## src/rtl/tmr_pkg.sv

```systemverilog
package tmr_pkg;
    localparam int CW_DEF = 16;
    localparam int INIT_BIT = 5;

    typedef enum logic [1:0] {
        MD_CMP  = 2'b00,
        MD_DBUF = 2'b01,
        MD_CAP1 = 2'b10,
        MD_CAP2 = 2'b11
    } mode_e;

    typedef struct packed {
        logic  run;
        logic  reload_on_match;
        logic  edge_rise;
        mode_e mode;
    } ctrl_t;

    localparam int CTRL_W = $bits(ctrl_t);

    localparam logic [1:0] A_REG  = 2'd0;
    localparam logic [1:0] A_CTRL = 2'd1;
    localparam logic [1:0] A_CNT  = 2'd2;

    function automatic logic is_capture(mode_e m);
        return m[1];
    endfunction
endpackage

```

## src/rtl/cc_edge_det.sv

```systemverilog
module cc_edge_det #(
    parameter int SYNC_STAGES = 2
) (
    input  logic clk,
    input  logic rst,
    input  logic pin,
    output logic rise,
    output logic fall
);
    logic [SYNC_STAGES:0] chain;

    always_ff @(posedge clk) begin
        if (rst) chain <= '0;
        else     chain <= {chain[SYNC_STAGES-1:0], pin};
    end

    assign rise =  chain[SYNC_STAGES-1] & ~chain[SYNC_STAGES];
    assign fall = ~chain[SYNC_STAGES-1] &  chain[SYNC_STAGES];
endmodule

```

## src/rtl/cc_counter.sv

```systemverilog
module cc_counter #(
    parameter int CW = 16
) (
    input  logic          clk,
    input  logic          rst,
    input  logic          run,
    input  logic          clear,
    output logic [CW-1:0] cnt,
    output logic          wrap
);
    assign wrap = run && (cnt == '1);

    always_ff @(posedge clk) begin
        if (rst)        cnt <= '0;
        else if (clear) cnt <= '0;
        else if (run)   cnt <= cnt + 1'b1;
    end


    hold_when_stopped_chk: assert property (@(posedge clk) disable iff (rst)
        (!run && !clear) |=> $stable(cnt));


    clear_zero_chk: assert property (@(posedge clk) disable iff (rst)
        clear |=> (cnt == '0));
endmodule

```

## src/rtl/cc_regs.sv

```systemverilog
module cc_regs
    import tmr_pkg::*;
#(
    parameter int CW = 16
) (
    input  logic          clk,
    input  logic          rst,
    input  logic          wr_en,
    input  logic [1:0]    wr_addr,
    input  logic [CW-1:0] wr_data,
    input  logic          load,
    input  logic          cap_evt,
    input  logic [CW-1:0] cnt,
    output ctrl_t         ctrl,
    output logic [CW-1:0] active,
    output logic          init
);
    logic [CW-1:0] shadow;
    logic          wr_reg;
    logic          wr_ctl;

    assign wr_reg = wr_en && (wr_addr == A_REG);
    assign wr_ctl = wr_en && (wr_addr == A_CTRL);
    assign init   = wr_ctl && wr_data[INIT_BIT];

    always_ff @(posedge clk) begin
        if (rst) begin
            ctrl   <= '0;
            shadow <= '0;
            active <= '0;
        end else begin
            if (wr_ctl)
                ctrl <= ctrl_t'(wr_data[CTRL_W-1:0]);
            if (wr_reg && ctrl.mode == MD_DBUF)
                shadow <= wr_data;
            if (load)
                active <= shadow;
            else if (cap_evt)
                active <= cnt;
            else if (wr_reg && ctrl.mode != MD_DBUF)
                active <= wr_data;
        end
    end


    dbuf_hold_chk: assert property (@(posedge clk) disable iff (rst)
        (ctrl.mode == MD_DBUF && !load) |=> $stable(active));


    cap_wins_chk: assert property (@(posedge clk) disable iff (rst)
        cap_evt |=> (active == $past(cnt)));


    reload_copy_chk: assert property (@(posedge clk) disable iff (rst)
        load |=> (active == $past(shadow)));
endmodule

```

## src/rtl/cc_timer.sv

```systemverilog
module cc_timer
    import tmr_pkg::*;
#(
    parameter int CW          = CW_DEF,
    parameter int SYNC_STAGES = 2
) (
    input  logic          clk,
    input  logic          rst,
    input  logic          wr_en,
    input  logic [1:0]    wr_addr,
    input  logic [CW-1:0] wr_data,
    input  logic [1:0]    rd_addr,
    output logic [CW-1:0] rd_data,
    input  logic          cap_pin,
    output logic          irq,
    output logic          ovf
);
    ctrl_t         ctrl;
    logic [CW-1:0] active;
    logic [CW-1:0] cnt;
    logic          init, wrap, match, load, clear, cap_evt, rise, fall;

    cc_edge_det #(.SYNC_STAGES(SYNC_STAGES)) u_edge (
        .clk(clk), .rst(rst), .pin(cap_pin), .rise(rise), .fall(fall)
    );

    cc_counter #(.CW(CW)) u_cnt (
        .clk(clk), .rst(rst), .run(ctrl.run), .clear(clear),
        .cnt(cnt), .wrap(wrap)
    );

    cc_regs #(.CW(CW)) u_regs (
        .clk(clk), .rst(rst), .wr_en(wr_en), .wr_addr(wr_addr),
        .wr_data(wr_data), .load(load), .cap_evt(cap_evt), .cnt(cnt),
        .ctrl(ctrl), .active(active), .init(init)
    );

    always_comb begin
        match   = !is_capture(ctrl.mode) && ctrl.run && (cnt == active);
        load    = (ctrl.mode == MD_DBUF) &&
                  (init || (ctrl.reload_on_match ? match : wrap));
        clear   = init || load || match;
        cap_evt = 1'b0;
        if (is_capture(ctrl.mode)) begin
            if (ctrl.mode == MD_CAP2) cap_evt = rise | fall;
            else                      cap_evt = ctrl.edge_rise ? rise : fall;
        end
    end

    always_comb begin
        case (rd_addr)
            A_REG:   rd_data = active;
            A_CTRL:  rd_data = CW'(ctrl);
            A_CNT:   rd_data = cnt;
            default: rd_data = '0;
        endcase
    end

    always_ff @(posedge clk) begin
        if (rst) begin
            irq <= 1'b0;
            ovf <= 1'b0;
        end else begin
            irq <= match | cap_evt;
            ovf <= wrap;
        end
    end


    match_irq_chk: assert property (@(posedge clk) disable iff (rst)
        match |=> irq);


    match_restart_chk: assert property (@(posedge clk) disable iff (rst)
        match |=> (cnt == '0));


    ovf_source_chk: assert property (@(posedge clk) disable iff (rst)
        ovf |-> ($past(cnt) == '1));
endmodule

```

## config.mk

```make
export PLATFORM = sky130hd
export DESIGN_NAME = cc_timer
export DESIGN_NICKNAME = d
export VERILOG_FILES = /design/src/rtl/tmr_pkg.sv /design/src/rtl/cc_edge_det.sv /design/src/rtl/cc_counter.sv /design/src/rtl/cc_regs.sv /design/src/rtl/cc_timer.sv
export SDC_FILE = /design/constraint.sdc
export NUM_CORES = 1
export LEC_CHECK = 0
export BUFFER_PORTS_ARGS = -buffer_cell sky130_fd_sc_hd__buf_2
export CORE_MARGIN = 5
export CORE_UTILIZATION = 55
export DETAILED_ROUTE_END_ITERATION = 8
export PLACE_DENSITY = 0.86
export SYNTH_ARGS = -nofsm -noshare
export SYNTH_HDL_FRONTEND = slang
export SYNTH_SLANG_ARGS = --single-unit
```

## constraint.sdc

```tcl
create_clock -name clk -period 2.4 [get_ports clk]
set_input_delay 0.48 -clock clk [delete_from_list [all_inputs] [get_ports clk]]
set_output_delay 0.48 -clock clk [all_outputs]
set_load 0.02 [all_outputs]
```

==> key figures <==
Run status
  • Status: complete, no violations

Floorplan
  • Die Span X: 86.12 um
  • Core Area: 5574 um2
  • Die area: 7417 um2
  • # rows: 27
  • Io pins: 42
  • Die Span Y: 86.12 um
  • Initial core utilization: 0.5717

Placed design
  • Buffers on Ports: 41
  • DP Cell Count: 500
  • RePlAce Congestion: 0.9363
  • Post-DP HPWL: 6067 um
  • Pre-CTS setup slack: -30.24 ps
  • DP Area: 3563 um2

Global route
  • Grt ovf: 0
  • Largest net degree at the start of global routing: 34
  • Number of global-route vias before repair: 2822
  • Global-route wire length before repair: 13860 um
  • Initial antenna violation count: 0
  • Overall routing resource usage: 0.2397

Timing
  • RSZ-0062 raised after global routing: no
  • Final hold vios: 0
  • Final setup vio count: 0
  • Tmin final: 2211 ps
  • Slew headroom: 0.6365
  • Worst-Margin Slew: 541.0 ps
  • Final Worst Setup Slack: 189.1 ps
  • WHS: 372.2 ps
  • Final period utilization: 0.9212
  • Final Skew: 4.727 ps
  • TNS Setup: 0 ps
  • F_max: 452.3 MHz
  • Max-slew violation count: 0

Hold path
  • Hold Path Class: in2reg

Power
  • Leak pwr: 1.635 nW
  • Pwr Total: 2.002 mW
  • Power density over the cells: 531.5 nW/um2
  • Max VDD drop: 374.5 uV

Clock tree
  • Hold_buf cts: 0
  • Clock Latency Late Sink: 340 ps
  • Reg clk slew, reported paths: 60 ps
  • H-tree depth: 3
  • TritonCTS clock tree: done
  • Sink Count: 58
  • CTS Buffer Depth: 2
  • Clock Tree Root: clkbuf_8
  • TritonCTS Buffers: 9

Critical path
  • Slowest CP cell: nor4_2
  • Worst-path cell chain: buf_4 > ha_1 > nand4_1 > nor4_2 > a31oi_1 > o41ai_4 > buf_4 > mux2i_1
  • Worst Setup End Kind: flip-flop
  • CP arrival: 2480 ps
  • WP buf/inv: 2
  • Most used cell along the critical path: buf_4
  • Critical path's largest stage delay: 440 ps
  • Crit-path leading delay family: simple AND/OR/NAND/NOR gates
  • CP required: 2670 ps
  • Largest fanout on the critical path: 7
  • Critical path class: reg2reg
  • Startpoint types: flip-flop

Routing
  • Post-Route WL: 8421 um
  • Vias: 3027
  • Final ANT Viol Nets: 0
  • DR DRC count: 0
  • Drt pass-1 iters: 5
  • 1st-iter DRT viols: 259
  • Routed wire length per instance: 16.26 um
  • Vias/cell: 5.844

Final layout
  • Nets: 468
  • Commonest non-fill, non-tap cell in the layout: nand2_1
  • Most frequent cells in the layout: 62 x nand2_1, 58 x dfxtp_1, 56 x nor2_1
  • Antenna cells: 0
  • Fill cell total of the finished layout: 428
  • P&R area growth vs syn: 18.22%
  • Share of cells above drive strength 1: 0.2085
  • Final Instance Count excl. Fillers: 518
  • Finished layout cell area: 3767 um2
  • Final core utilization: 0.6759

Yosys
  • Prevailing post-synth register cell: dfxtp_1
  • Sequential fraction of the synthesis area: 0.3644
  • Synth warn: 0
  • Async SR Flop Fraction: 0
  • Syn Inst Count: 392
  • Synthesized Nets: 419
  • Mapped Area: 3187 um2
  • Syn avg cell area: 8.130 um2
  • Seq cells post-synth: 58
  • Synth cell types: 35
  • Number of synthesized flops with an enable pin: 0

Run
  • Max cap viols: 0
routing by layer:
metal / wire (um) / vias to the layer above / track usage
met5: 0 / - / 0
met4: 254 / 0 / 0.1266
met3: 632 / 27 / 0.05668
met2: 4070 / 149 / 0.3770
met1: 3463 / 1426 / 0.3029
li1: - / 1425 / -
state kept, by name, indices dropped and copies added, names as in the netlist:
| register | cells |
|---|---|
| u_regs.ctrl | 5 |
| irq | 1 |
| u_regs.shadow | 16 |
| u_edge.chain | 3 |
| u_regs.active | 16 |
| u_cnt.cnt | 16 |
| ovf | 1 |
final timing paths:
kind,from,end,slack [ps],depth (start not counted)
max,u_cnt.cnt[0]$_SDFFE_PP0P_,u_regs.active[9]$_SDFFE_PP0P_,190,8
min,cap_pin,u_edge.chain[0]$_SDFF_PP0_,370,2
max reg2reg,u_cnt.cnt[0]$_SDFFE_PP0P_,u_regs.active[9]$_SDFFE_PP0P_,190,8
min reg2reg,u_regs.shadow[4]$_SDFFE_PP0P_,u_regs.shadow[4]$_SDFFE_PP0P_,460,2
worst register-to-register path: stages (launching register included):
cell,delay [ps]
dfxtp_1,360
buf_4,160
ha_1,180
nand4_1,160
nor4_2,440
a31oi_1,240
o41ai_4,130
buf_4,260
mux2i_1,200
synthesized netlist by cell type (all sizes together) (2+ instances only):
library cell  instances  area, um2
o211ai                2      15.01
ha                    3      37.54
nand2b               18      112.6
nor2                 56      210.2
mux2i                38      380.4
buf                   7      40.03
a311o                16      160.2
nor3                  3      20.02
inv                   5      18.77
xor2                 25      219.0
xnor2                 6      52.55
dfxtp                58       1161
nor3b                 2      25.02
clkbuf               25      93.84
and3                  2      12.51
nand3                19      100.1
nand2                62      232.7
nand4                 6      37.54
nor2b                 5      31.28
and4                  2      17.52
o21ai                 5      25.02
a21oi                16      80.08
nor4                  4      31.28
cell families after synthesis:
family	synth area share
AOI/OAI and AO/OA	0.1009
adders and majority gates	0.01178
DFF	0.3643
muxes	0.1229
and+or+nand+nor	0.2670
buffers and inverters	0.04790
xor gates and xnor gates	0.08520
power by group:
group | leakage, nW | switching (mW) | internal (mW)
Sequential | 0.469 | 0.0179 | 0.981
Clock | 0.0965 | 0.365 | 0.456
Combinational | 1.07 | 0.107 | 0.0758
Total | 1.64 | 0.490 | 1.51
timing repair:
action / CTS / global route
endpoints found under the setup margin: 7 / 0
endpoints found under the hold margin: 0 / 0
resized for setup: 1 / 0
setup buffers: 2 / 0
cell type report:
cell class,count,area [um2],share of cell area
Multi-Input combinational cell,297,1879,0.4988
Sequential cell,58,1161,0.3082
Timing Repair Buffer,70,435.4,0.1156
Clock buffer,14,172.7,0.04583
Tap cell,72,90.09,0.02391
Inverter,5,18.77,0.004982
Clock inverter,2,10.01,0.002657
(Power assumes the default switching activity.)
